### config.mk
export PLATFORM = sky130hd
export DESIGN_NAME = shader_hazard_guard
export DESIGN_NICKNAME = d
export VERILOG_FILES = /design/src/rtl/hzd_pkg.sv /design/src/rtl/hzd_decode.sv /design/src/rtl/hzd_pending.sv /design/src/rtl/hzd_arbiter.sv /design/src/rtl/shader_hazard_guard.sv
export SDC_FILE = /design/constraint.sdc
export NUM_CORES = 1
export LEC_CHECK = 0
export CORE_MARGIN = 5
export CORE_UTILIZATION = 47
export CTS_CLUSTER_SIZE = 24
export DETAILED_ROUTE_END_ITERATION = 12
export PLACE_DENSITY = 0.9
export SLEW_MARGIN = 20
export SYNTH_ARGS = -nofsm -noshare
export SYNTH_HDL_FRONTEND = slang
export SYNTH_SLANG_ARGS = --single-unit
### constraint.sdc
create_clock -name clk -period 4.6 [get_ports clk]
set_input_delay 1.38 -clock clk [delete_from_list [all_inputs] [get_ports clk]]
set_output_delay 1.38 -clock clk [all_outputs]
set_load 0.05 [all_outputs]
### src/rtl/hzd_pkg.sv
// Package: shared class codes, wait kinds, mitigation kinds and the decoded
// event record used by the hazard detector. Assumes 4-bit class codes.
package hzd_pkg;

    localparam int NUM_HZ = 7;
    localparam int CODE_W = 3;

    typedef enum logic [3:0] {
        C_SOPP     = 4'd0,
        C_SALU     = 4'd1,
        C_BRANCH   = 4'd2,
        C_SMEM_LD  = 4'd3,
        C_SMEM_ST  = 4'd4,
        C_VALU     = 4'd5,
        C_VOPC     = 4'd6,
        C_PERM     = 4'd7,
        C_VNOP     = 4'd8,
        C_VMEM     = 4'd9,
        C_FLAT     = 4'd10,
        C_DS       = 4'd11,
        C_SETVSKIP = 4'd12,
        C_VERSION  = 4'd13,
        C_WAIT     = 4'd14,
        C_OTHER    = 4'd15
    } cls_e;

    typedef enum logic [2:0] {
        WK_NONE = 3'd0,
        WK_VM   = 3'd1,
        WK_LGKM = 3'd2,
        WK_VS   = 3'd3,
        WK_DEP  = 3'd4
    } wkind_e;

    typedef enum logic [2:0] {
        MIT_NONE = 3'd0,
        MIT_VALU = 3'd1,
        MIT_SALU = 3'd2,
        MIT_WAIT = 3'd3,
        MIT_NOP  = 3'd4
    } mit_e;

    typedef enum logic [1:0] {
        K_NONE = 2'd0,
        K_VM   = 2'd1,
        K_DS   = 2'd2
    } lkind_e;

    typedef struct packed {
        logic valu;       // any vector ALU, NOP included
        logic valu_real;  // vector ALU other than vector NOP
        logic nonvalu;
        logic vopc;
        logic perm;
        logic scal_wr;    // scalar ALU or scalar load, may write a scalar reg
        logic salu;       // non-program-control scalar ALU
        logic vm_sreg;    // vector memory / flat / LDS, may read a scalar reg
        logic smem_rd;    // scalar memory, may read a scalar reg
        logic vmem;
        logic ds;
        logic branch;
        logic sst;
        logic sld;
        logic vm0;
        logic lgkm_any;
        logic lgkm0;
        logic vs0;
        logic dep_ok;
    } ev_t;

    // Mitigation kind for a hazard code (1-based, 0 means none).
    function automatic mit_e mit_for(input logic [CODE_W-1:0] code);
        case (code)
            3'd1, 3'd3, 3'd4: mit_for = MIT_VALU;
            3'd2:             mit_for = MIT_SALU;
            3'd5, 3'd6:       mit_for = MIT_WAIT;
            3'd7:             mit_for = MIT_NOP;
            default:          mit_for = MIT_NONE;
        endcase
    endfunction

endpackage

### src/rtl/hzd_decode.sv
// Module: hzd_decode
// Turns the class code and the wait fields into named event flags.
// Purely combinational. Assumes wait fields matter only for the wait class.
module hzd_decode
    import hzd_pkg::*;
#(
    parameter int WVAL_W = 16,
    parameter logic [WVAL_W-1:0] DEP_OK_VAL = WVAL_W'(16'hfffe)
) (
    input  logic [3:0]        cls,
    input  logic [2:0]        wkind,
    input  logic [WVAL_W-1:0] wval,
    output ev_t               ev
);

    cls_e   c;
    wkind_e k;
    logic   is_wait;
    logic   wval_zero;

    // Event flag derivation from class and wait operand
    always_comb begin
        c         = cls_e'(cls);
        k         = wkind_e'(wkind);
        is_wait   = (c == C_WAIT);
        wval_zero = (wval == '0);

        ev.valu      = (c == C_VALU) || (c == C_VOPC) || (c == C_PERM) || (c == C_VNOP);
        ev.valu_real = (c == C_VALU) || (c == C_VOPC) || (c == C_PERM);
        ev.nonvalu   = !ev.valu;
        ev.vopc      = (c == C_VOPC);
        ev.perm      = (c == C_PERM);
        ev.scal_wr   = (c == C_SALU) || (c == C_SMEM_LD);
        ev.salu      = (c == C_SALU);
        ev.vm_sreg   = (c == C_VMEM) || (c == C_FLAT) || (c == C_DS);
        ev.smem_rd   = (c == C_SMEM_LD) || (c == C_SMEM_ST);
        ev.vmem      = (c == C_VMEM);
        ev.ds        = (c == C_DS);
        ev.branch    = (c == C_BRANCH);
        ev.sst       = (c == C_SMEM_ST);
        ev.sld       = (c == C_SMEM_LD);
        ev.vm0       = is_wait && (k == WK_VM) && wval_zero;
        ev.lgkm_any  = is_wait && (k == WK_LGKM);
        ev.lgkm0     = is_wait && (k == WK_LGKM) && wval_zero;
        ev.vs0       = is_wait && (k == WK_VS) && wval_zero;
        ev.dep_ok    = is_wait && (k == WK_DEP) && (wval == DEP_OK_VAL);
    end

endmodule

### src/rtl/hzd_pending.sv
// Module: hzd_pending
// Keeps one pending tracker per hazard class and flags which hazards the
// current descriptor completes. Assumes the descriptor stays stable while
// it is stalled. State changes on an accepted instruction (clears are
// applied first, then sets) or on an acknowledge of the reported hazard.
module hzd_pending
    import hzd_pkg::*;
#(
    parameter int SREG_W = 8,
    parameter int ADDR_W = 16,
    parameter int WIN_W  = 6
) (
    input  logic              clk,
    input  logic              rst_n,
    input  logic              in_valid,
    input  logic              accept,
    input  ev_t               ev,
    input  logic              sreg_rd_en,
    input  logic [SREG_W-1:0] sreg_rd_idx,
    input  logic              sreg_wr_en,
    input  logic [SREG_W-1:0] sreg_wr_idx,
    input  logic              exec_rd,
    input  logic              exec_wr,
    input  logic [ADDR_W-1:0] smem_addr,
    input  logic [WIN_W-1:0]  pc_win_off,
    input  logic [NUM_HZ-1:0] ack_clr,
    output logic [NUM_HZ-1:0] hit
);

    localparam logic [WIN_W-1:0] BAD_OFF = '1;

    logic              h1_v, h2_v, h3_v, h4_v, h6_v, h5_br, br_ack;
    logic [SREG_W-1:0] h1_idx, h2_idx;
    logic [ADDR_W-1:0] h6_addr;
    lkind_e            h5_kind;

    // Hazard hit vector for the presented descriptor
    always_comb begin
        hit[0] = in_valid && h1_v && ev.scal_wr && sreg_wr_en && (sreg_wr_idx == h1_idx);
        hit[1] = in_valid && h2_v && ev.valu && sreg_wr_en && (sreg_wr_idx == h2_idx);
        hit[2] = in_valid && h3_v && ev.perm;
        hit[3] = in_valid && h4_v && ev.valu && exec_wr;
        hit[4] = in_valid && h5_br && ((h5_kind == K_VM && ev.ds) || (h5_kind == K_DS && ev.vmem));
        hit[5] = in_valid && h6_v && ev.sld && (smem_addr == h6_addr);
        hit[6] = in_valid && ev.branch && (pc_win_off == BAD_OFF) && !br_ack;
    end

    // Vector-memory read then scalar write tracker
    always_ff @(posedge clk) begin
        if (!rst_n) begin
            h1_v <= 1'b0; h1_idx <= '0;
        end else if (ack_clr[0]) begin
            h1_v <= 1'b0;
        end else if (accept) begin
            if (ev.vm_sreg && sreg_rd_en) begin
                h1_v <= 1'b1; h1_idx <= sreg_rd_idx;
            end else if (ev.valu || ev.vm0) begin
                h1_v <= 1'b0;
            end
        end
    end

    // Scalar-memory read then vector write tracker
    always_ff @(posedge clk) begin
        if (!rst_n) begin
            h2_v <= 1'b0; h2_idx <= '0;
        end else if (ack_clr[1]) begin
            h2_v <= 1'b0;
        end else if (accept) begin
            if (ev.smem_rd && sreg_rd_en) begin
                h2_v <= 1'b1; h2_idx <= sreg_rd_idx;
            end else if (ev.salu || ev.lgkm_any) begin
                h2_v <= 1'b0;
            end
        end
    end

    // Compare then permute tracker
    always_ff @(posedge clk) begin
        if (!rst_n)           h3_v <= 1'b0;
        else if (ack_clr[2])  h3_v <= 1'b0;
        else if (accept) begin
            if (ev.vopc)           h3_v <= 1'b1;
            else if (ev.valu_real) h3_v <= 1'b0;
        end
    end

    // EXEC read by non-vector then written by vector tracker
    always_ff @(posedge clk) begin
        if (!rst_n)           h4_v <= 1'b0;
        else if (ack_clr[3])  h4_v <= 1'b0;
        else if (accept) begin
            if (ev.nonvalu && exec_rd)                    h4_v <= 1'b1;
            else if ((ev.valu && sreg_wr_en) || ev.dep_ok) h4_v <= 1'b0;
        end
    end

    // Memory kind / branch / other memory kind sequence tracker
    always_ff @(posedge clk) begin
        if (!rst_n) begin
            h5_kind <= K_NONE; h5_br <= 1'b0;
        end else if (ack_clr[4]) begin
            h5_kind <= K_NONE; h5_br <= 1'b0;
        end else if (accept) begin
            if (ev.vs0) begin
                h5_kind <= K_NONE; h5_br <= 1'b0;
            end else if (ev.vmem) begin
                h5_kind <= K_VM; h5_br <= 1'b0;
            end else if (ev.ds) begin
                h5_kind <= K_DS; h5_br <= 1'b0;
            end else if (ev.branch && h5_kind != K_NONE) begin
                h5_br <= 1'b1;
            end
        end
    end

    // Scalar buffer store then load to the same address tracker
    always_ff @(posedge clk) begin
        if (!rst_n) begin
            h6_v <= 1'b0; h6_addr <= '0;
        end else if (ack_clr[5]) begin
            h6_v <= 1'b0;
        end else if (accept) begin
            if (ev.sst) begin
                h6_v <= 1'b1; h6_addr <= smem_addr;
            end else if (ev.lgkm0) begin
                h6_v <= 1'b0;
            end
        end
    end

    // Marks the stalled branch whose window offset was already padded
    always_ff @(posedge clk) begin
        if (!rst_n)          br_ack <= 1'b0;
        else if (ack_clr[6]) br_ack <= 1'b1;
        else if (accept)     br_ack <= 1'b0;
    end

    AST_SET_VM_SREG: assert property (@(posedge clk) disable iff (!rst_n)
        (accept && ev.vm_sreg && sreg_rd_en) |=> h1_v) else $error("set");
    AST_ACK_DROPS_CMP: assert property (@(posedge clk) disable iff (!rst_n)
        ack_clr[2] |=> !h3_v) else $error("ack");
    AST_VSWAIT_CLEARS: assert property (@(posedge clk) disable iff (!rst_n)
        (accept && ev.vs0) |=> (h5_kind == K_NONE && !h5_br)) else $error("vs");
    AST_NO_ACCEPT_ON_HIT: assert property (@(posedge clk) disable iff (!rst_n)
        accept |-> (hit == '0)) else $error("accept");

endmodule

### src/rtl/hzd_arbiter.sv
// Module: hzd_arbiter
// Picks the lowest-numbered hazard hit, drives hold, the code and the
// mitigation kind, and turns an acknowledge into a one-hot tracker clear.
module hzd_arbiter
    import hzd_pkg::*;
(
    input  logic              clk,
    input  logic              rst_n,
    input  logic [NUM_HZ-1:0] hit,
    input  logic              ack,
    output logic              hold,
    output logic [CODE_W-1:0] code,
    output logic [2:0]        mit,
    output logic [NUM_HZ-1:0] ack_clr
);

    logic [NUM_HZ:0]   blocked;
    logic [NUM_HZ-1:0] grant;

    assign blocked[0] = 1'b0;

    genvar gi;
    generate
        for (gi = 0; gi < NUM_HZ; gi++) begin : g_prio
            assign grant[gi]       = hit[gi] && !blocked[gi];
            assign blocked[gi + 1] = blocked[gi] || hit[gi];
        end
    endgenerate

    // Encode the granted hazard and its mitigation
    always_comb begin
        code = '0;
        for (int i = 0; i < NUM_HZ; i++) begin
            if (grant[i]) code = CODE_W'(i + 1);
        end
        mit     = mit_for(code);
        hold    = blocked[NUM_HZ];
        ack_clr = grant & {NUM_HZ{ack}};
    end

    AST_GRANT_ONEHOT: assert property (@(posedge clk) disable iff (!rst_n)
        $onehot0(grant)) else $error("grant");
    AST_HOLD_HAS_MIT: assert property (@(posedge clk) disable iff (!rst_n)
        hold |-> (mit != MIT_NONE && code != '0)) else $error("mit");

endmodule

### src/rtl/shader_hazard_guard.sv
// Module: shader_hazard_guard
// Top of the ordering hazard detector: decode, per-class trackers and
// priority report. Assumes the upstream stalls while hold is high and keeps
// the descriptor unchanged until it is accepted.
module shader_hazard_guard
    import hzd_pkg::*;
#(
    parameter int SREG_W = 8,
    parameter int ADDR_W = 16,
    parameter int WVAL_W = 16,
    parameter int WIN_W  = 6
) (
    input  logic              clk,
    input  logic              rst_n,
    input  logic              in_valid,
    input  logic [3:0]        in_class,
    input  logic              sreg_rd_en,
    input  logic [SREG_W-1:0] sreg_rd_idx,
    input  logic              sreg_wr_en,
    input  logic [SREG_W-1:0] sreg_wr_idx,
    input  logic              exec_rd,
    input  logic              exec_wr,
    input  logic [2:0]        wait_kind,
    input  logic [WVAL_W-1:0] wait_val,
    input  logic [ADDR_W-1:0] smem_addr,
    input  logic [WIN_W-1:0]  pc_win_off,
    input  logic              ack,
    output logic              hold,
    output logic [2:0]        hz_code,
    output logic [2:0]        mitig
);

    ev_t               ev;
    logic [NUM_HZ-1:0] hit;
    logic [NUM_HZ-1:0] ack_clr;
    logic              accept;

    assign accept = in_valid && !hold;

    hzd_decode #(.WVAL_W(WVAL_W)) u_decode (
        .cls   (in_class),
        .wkind (wait_kind),
        .wval  (wait_val),
        .ev    (ev)
    );

    hzd_pending #(.SREG_W(SREG_W), .ADDR_W(ADDR_W), .WIN_W(WIN_W)) u_pending (
        .clk         (clk),
        .rst_n       (rst_n),
        .in_valid    (in_valid),
        .accept      (accept),
        .ev          (ev),
        .sreg_rd_en  (sreg_rd_en),
        .sreg_rd_idx (sreg_rd_idx),
        .sreg_wr_en  (sreg_wr_en),
        .sreg_wr_idx (sreg_wr_idx),
        .exec_rd     (exec_rd),
        .exec_wr     (exec_wr),
        .smem_addr   (smem_addr),
        .pc_win_off  (pc_win_off),
        .ack_clr     (ack_clr),
        .hit         (hit)
    );

    hzd_arbiter u_arbiter (
        .clk     (clk),
        .rst_n   (rst_n),
        .hit     (hit),
        .ack     (ack),
        .hold    (hold),
        .code    (hz_code),
        .mit     (mitig),
        .ack_clr (ack_clr)
    );

endmodule

==> reports/qor.csv <==
metric;value;unit
critical path endpoint category;output port;
Slew Viols, Final;0;
worst setup margin;3.50;ps
hold path depth;2;
Post-synth top flop;dfxtp_1;
number of synthesized flops with an enable pin;0;
clk_lat worst skew;290;ps
Data required, critical path;3220;ps
Max Buffers Root-to-Sink;2;
fin crit share;99.9;%
CP Max Fanout;4;
1st-iter DRT viols;177;
n_diodes;0;
hold wc startpoint;u_pending.h2_idx[3];
clock-pin transition on the worst setup and hold timing paths;70;ps
DRT Pass-1 Iters;4;
Synth top area share;34.0;%
vias per cell;5.74;
total power;0.762;mW
Yosys warnings;0;
GRT Total Usage;23.4;%
# IOs;76;
Layout Skew;4.34;ps
clock sink total;41;
CTS Hold Bufs;0;
DR WL/cell;17.3;um
Mapped Area;2410;um2
LEAKAGE;1.55;nW
worst setup path start;sreg_wr_en;
area delta synth->final;53.5;%
setup TNS;0;ps
max incr delay on CP;510;ps
Vias;2593;
Port Buf Inserts;75;
Hold Slack;473;ps
Syn Inst Count;278;
layout cell share with drive strength beyond 1;20.7;%
area leader, netlist;dfxtp_1;
max-cap check violation count;0;
core area;5040;um2
worst path cell trace;clkdlybuf4s50_1 -> and4_1 -> nor4bb_4 -> buf_4 -> or3_4 -> o21ai_4 -> buf_12;
Placer Congestion;0.932;
final core occ;73.5;%
critical path type;primary input to output port;
Max IR drop VDD;0.000195;V
CTS Root Cell;clkbuf_8;
dpl ws;-346;ps
Post-Route WL;7.82;mm
Rows;26;
endpoints failing setup;0;
Netlist cell types;49;
clock buffer count from CTS;5;
Syn Area/Cell;8.69;um2
Starting Density;47.9;%
vias in the first global route;2684;
DRC Markers;0;
first-pass GRT wire length;12.1;mm
Die Span Y;81.7;um
r2r startpoint;u_pending.h2_idx[6];
slowest CP cell;clkdlybuf4s50_1;
#FFs+latches synth;41;
Tightest Pin Transition;900;ps
largest net degree at the start of global routing;26;
post-route ant nets;0;
top post-synthesis cells by area;dfxtp_1 (34%), mux2i_1 (13%), xor2_1 (6.9%), nor2_1 (5.4%), xnor2_1 (4.7%);
DP HPWL;5.65;mm
RSZ-0062 raised after global routing;true;
number of antenna violations at the first check in global routing;0;
Min Clock Period, post-route;4600;ps
fmax;218;MHz
Worst setup SP type;primary input;
ys async rst share;0;%
outcome;finished clean;
total gr overflow;0;
DIE AREA;6670;um2
die width;81.7;um
endpoints failing hold;0;
R2R setup slack;2080;ps
Register-to-Register Path Depth;9;
Min-Delay Path Class;flop to flop;
Pwr Density;206;nW/um2
Rel. slew slack;39.8;%
layout net count;451;
Critical Path AT;3220;ps
CTS tree;done;
CTS H-Tree Depth;2;
register area share after synthesis;34.0;%
Mapped Nets;347;
worst max-delay path: cells and delay by family:
kind,cells,cell delay [ps]
AO/OA/AOI/OAI,1,190
AND/OR/NAND/NOR,3,810
buffers and inverters,3,830
power breakdown:
group	total, mW	switching, mW	leakage, nW	internal (mW)
Combinational	0.158	0.0691	1.18	0.0888
Sequential	0.366	0.00447	0.331	0.361
Clock	0.239	0.120	0.0443	0.119
Total	0.762	0.193	1.55	0.569
layout by cell type (no fill, tap or decap), types with 2 or more instances in the layout:
cell type / synthesis / layout
nand2b_1: 2 / 2
o21ai_2: 0 / 2
nand2_1: 25 / 25
clkbuf_8: 0 / 6
nor4_1: 9 / 6
a31oi_1: 3 / 3
dlymetal6s2s_1: 0 / 7
nand4b_1: 7 / 7
a21oi_1: 5 / 4
dfxtp_1: 41 / 41
dlygate4sd2_1: 0 / 11
nor2_4: 0 / 2
and2_4: 1 / 2
and3_1: 2 / 2
nand4_1: 7 / 7
nand3_2: 0 / 2
mux2i_1: 32 / 32
and4_1: 3 / 3
nand3_1: 7 / 5
clkdlybuf4s50_1: 0 / 44
nor3_1: 6 / 6
o21ai_0: 10 / 7
nor3b_1: 5 / 4
inv_1: 4 / 4
nor4_2: 2 / 5
nor2_1: 35 / 33
or4_4: 0 / 2
clkbuf_2: 0 / 4
xnor2_1: 13 / 13
buf_12: 0 / 7
xor2_1: 19 / 19
buf_4: 2 / 35
nor4b_1: 3 / 2
Yosys cell counts (2+ instances only):
library cell  number
nor4_1             9
and3_1             2
nor4_2             2
and4_1             3
xnor2_1           13
nand4b_1           7
buf_2              3
xor2_1            19
nor3_1             6
a31oi_1            3
o21ai_0           10
buf_4              2
inv_1              4
nor4b_1            3
nor2_1            35
clkbuf_1           6
mux2i_1           32
nor3b_1            5
nand2b_1           2
nand2_1           25
nand3_1            7
nand4_1            7
a21oi_1            5
or4_1              3
dfxtp_1           41
through the flow:
step                area, um2  cells
global placement         3530    445
detailed placement       3530    445
CTS                      3670    452
finish                   3710    452
global route             3710    452
floorplan                2420    278
layer usage:
metal,GRT usage (%),up-vias,wire length [um]
li1,-,1210,-
met3,5.37,25,503
met5,0,-,0
met1,26.1,1247,3090
met4,11.0,0,251
met2,41.9,111,3980
cell families (layout without fill, tap and decap cells):
logic type / count (synthesis) / after routing / share of synthesized area, %
compound gates: 27 / 27 / 7.10
xor+xnor: 32 / 32 / 11.6
buf+inv: 18 / 122 / 3.57
flops: 41 / 41 / 34.0
mux: 33 / 33 / 14.2
simple gates: 127 / 127 / 29.5
flip-flops by register name (all words and copies together), names as in the netlist:
signal,cells
u_pending.h4_v,1
u_pending.h6_addr,16
u_pending.h3_v,1
u_pending.h5_br,1
u_pending.h6_v,1
u_pending.h1_idx,8
u_pending.br_ack,1
u_pending.h1_v,1
u_pending.h2_idx,8
u_pending.h5_kind,2
u_pending.h2_v,1
worst paths after layout:
| check | end |
|---|---|
| max | hz_code[2] |
| min | u_pending.h2_idx[3] |
| max reg2reg | u_pending.h4_v |
| min reg2reg | u_pending.h2_idx[3] |
area by class of cell:
class / instances / area [um2]
clock buffer: 7 / 86.3
inverter: 5 / 18.8
sequential: 41 / 821
tap: 70 / 87.6
timing repair buffer: 110 / 1070
fill: 381 / 1340
multi-input combinational: 219 / 1620
repair_timing:
item	4_1_cts	5_1_grt
pin swaps	15	11
setup buffers	0	0
endpoints found under the hold margin	0	0
setup endpoints to repair	7	5
resized for setup	33	24
gates cloned	0	0
(Power assumes the default switching activity.)
